### config.mk
export PLATFORM = sky130hd
export DESIGN_NAME = tat_min_calc
export DESIGN_NICKNAME = d
export VERILOG_FILES = /design/src/rtl/tat_min_calc.sv
export SDC_FILE = /design/constraint.sdc
export NUM_CORES = 1
export LEC_CHECK = 0
export ABC_AREA = 1
export BUFFER_PORTS_ARGS = -buffer_cell sky130_fd_sc_hd__buf_2
export CAP_MARGIN = 10
export CORE_UTILIZATION = 47
export DETAILED_ROUTE_END_ITERATION = 16
export GPL_TIMING_DRIVEN = 1
export PLACE_DENSITY = 0.82
export SLEW_MARGIN = 20
export SYNTH_ARGS = -nofsm -noshare
export SYNTH_HDL_FRONTEND = slang
export SYNTH_SLANG_ARGS = --single-unit
### constraint.sdc
create_clock -name vclk -period 4.4
set_input_delay 0.88 -clock vclk [all_inputs]
set_output_delay 0.88 -clock vclk [all_outputs]
set_load 0.02 [all_outputs]
### src/rtl/tat_min_calc.sv
// Same-scope minimum spacings for both burst modes.
module tat_min_calc #(
    parameter int LAT_W = 8,
    parameter int CNT_W = 16
) (
    input  logic [LAT_W-1:0] cfg_cl,
    input  logic [LAT_W-1:0] cfg_cwl,
    input  logic [LAT_W-1:0] cfg_ccd,
    input  logic [LAT_W-1:0] cfg_wtr,
    output logic [CNT_W-1:0] rtw_bl8,
    output logic [CNT_W-1:0] rtw_bc4,
    output logic [CNT_W-1:0] wtr_bl8,
    output logic [CNT_W-1:0] wtr_bc4
);

    localparam int SW = CNT_W + 2;

    logic [SW-1:0] rtw_base, rtw8_raw, rtw4_raw;

    always_comb begin
        rtw_base = SW'(cfg_cl) - SW'(cfg_cwl) + SW'(2);
        rtw8_raw = rtw_base + SW'(cfg_ccd);
        rtw4_raw = rtw_base + SW'(cfg_ccd >> 1);
        // top bit set means the difference went negative: clamp to zero
        rtw_bl8  = rtw8_raw[SW-1] ? '0 : rtw8_raw[CNT_W-1:0];
        rtw_bc4  = rtw4_raw[SW-1] ? '0 : rtw4_raw[CNT_W-1:0];
        wtr_bl8  = CNT_W'(cfg_cwl) + CNT_W'(cfg_wtr) + CNT_W'(4);
        wtr_bc4  = CNT_W'(cfg_cwl) + CNT_W'(cfg_wtr) + CNT_W'(2);
    end

endmodule

==> impl_metrics.toml <==
[sta]
fin_crit_ps = 4634
clock.fmax_mhz = 215.8
final-hold-violation-count = 0
rsz0062_at_grt = "yes"
fin_ws_ps = -233.6
worstMarginPinSlew_ps = 525.1
finalSetupViolCount = 19
max_slew_margin_pct = 64.69
maxSlewViolCount = 0
tns_ps = -2802
fin_crit_sh_pct = 105.3

[final_layout]
area_delta_synth_final_pct = 53.04
final_common_cell = "nand2_1"
n_antenna_cell = 0
nets = 581
drive_above_1_share_pct = 40.55
layout_common_cells = "90 x nand2_1, 58 x inv_1, 57 x buf_2, 50 x buf_4, 26 x nand3_1"
clkbuf_count = 0
nFlopsAndLatches = 0
register_area_sq_um = 0

[power]
p_leak_uw = 0.001947
power_density_nw_per_um2 = 357.5
ir_drop_mv = 0.1794

[die]
io-pin-count = 96
rows = 25
core_sq_um = 4692
dieArea_sq_um = 5147
initial_utilization_pct = 48.72
die_h_um = 71.74
chipWidth_um = 71.74

[worst_setup_path]
crit_buf_inv = 9
startpoint_type = "input pin"
critPathMaxStageDelay_ps = 290
worstSetupPathType = "input pin to primary output"
cp.arrival_ps = 3750
cpMaxStageDelayCell = "ha_4"
crit_family = "simple AND/OR/NAND/NOR gates"
worstPathMaxFanout = 4
cp.required_ps = 3520
end_kind = "primary output"

[global_routing]
grt_max_degree = 10
grt_first_pass_wirelength_mm = 10.36
grt_usage_pct = 23.69
grt_pass1_vias = 2678
globalRouteOverflowTotal = 0
grt_antenna_before_repair = 0

[place]
post-place-ws_ps = -313.8
gp_congestion = 0.8733
dpl.hpwl_mm = 4.994
numPortBuffers = 72

[detailed_routing]
dr.pass1.iters = 4
ant_nets = 0
wire_per_inst_um = 11.69
drt-initial-drc-count = 85
vias_per_cell = 5.016
routed_wl_mm = 6.570
vias = 2819
post-route-drc-count = 0

[logic_synthesis]
synth_cell_type_count = 32
postSynthAreaPerCell_sq_um = 5.907
synth_area_leaders = "ha_1 19%, nand2_1 16%, inv_1 11%"
syn_area_sq_um = 2286
ys_seq_area_share_pct = 0
yosysTopAreaCell = "ha_1"
syn_inst = 387
synth_top_area_share_pct = 19.16
ys_warn_count = 0

[run_status]
status = "finished, violations left"
violations = "setup timing"

[job]
max-cap-violations = 0

[hold_path]
hp-class = "input pin to primary output"

[clock_tree]
hold_buffers = 0
-- where the power goes --
part / leakage [uW] / internal, uW / switching (uW) / total (uW)
Sequential: 0 / 0 / 0 / 0
Combinational: 0.00195 / 551 / 700 / 1250
Clock: 0 / 0 / 0 / 0
-- cell type report --
class	count	area, sq um
Fill cell	348	1194
Inverter	70	265.3
Multi-Input combinational cell	316	2318
Tap cell	54	67.56
Timing Repair Buffer	122	847.1
-- through the flow --
stage	total power (uW)	utilization [%]	hold WS, ps	cells	instance area, sq um
after floorplan	728.5	-	1975	410	2505
after global placement	996.1	65.01	2103	550	3050
after detailed placement	1025	65.01	2107	550	3050
after CTS	1170	71.44	2109	561	3352
after global routing	1349	74.56	2137	562	3498
final	1251	74.56	2106	562	3498
-- what timing repair did --
item | 4_1_cts | 5_1_grt
gates resized for setup | 56 | 26
gates cloned | 1 | 0
setup buffers | 11 | 1
pin swaps | 22 | 12
hold endpoints to repair | 0 | 0
endpoints found under the setup margin | 20 | 20
-- path summary, 6_finish.rpt --
path | from | to | slack (ps) | cells after the start
worst max-delay path | cfg_cl[0] | rtw_bc4[5] | -230 | 25
worst min-delay path | cfg_wtr[0] | wtr_bl8[0] | 2110 | 3
-- cell usage after synthesis --
master	n
a21oi_1	22
o21ai_0	6
nand3_1	30
o31ai_1	1
inv_1	67
nand2_4	2
nor3_1	1
nor2_2	1
xnor2_1	12
xor2_1	10
nand2_2	8
or2_2	3
nand3_4	1
buf_4	25
inv_2	3
o21bai_1	1
a31oi_1	3
nand3_2	4
a21boi_1	2
nand2_1	98
nand4_1	10
a21oi_4	1
a211oi_1	1
nor2_1	28
a21oi_2	1
a21o_1	2
conb_1	1
a21boi_0	1
o221ai_1	1
nor2_4	2
fa_1	4
ha_1	35
-- cells by family after synthesis --
| kind of cell | after synthesis | synth area share (%) |
|---|---|---|
| and+or+nand+nor | 188 | 37.99 |
| buffers and inverters | 95 | 19.70 |
| AOI/OAI and AO/OA | 42 | 11.06 |
| adders and majority gates | 39 | 22.66 |
| xor gates and xnor gates | 22 | 8.429 |
| other | 1 | 0.1640 |
-- per-layer routing --
metal | wire, um | share of wire, % | GRT usage (%)
met4 | 77 | 1.2 | 6.100
met1 | 2552 | 39 | 25.02
met2 | 3677 | 56 | 49.79
met3 | 263 | 4.0 | 1.125
met5 | 0 | 0 | 0
Note: power is estimated with default switching activity, not from simulation.
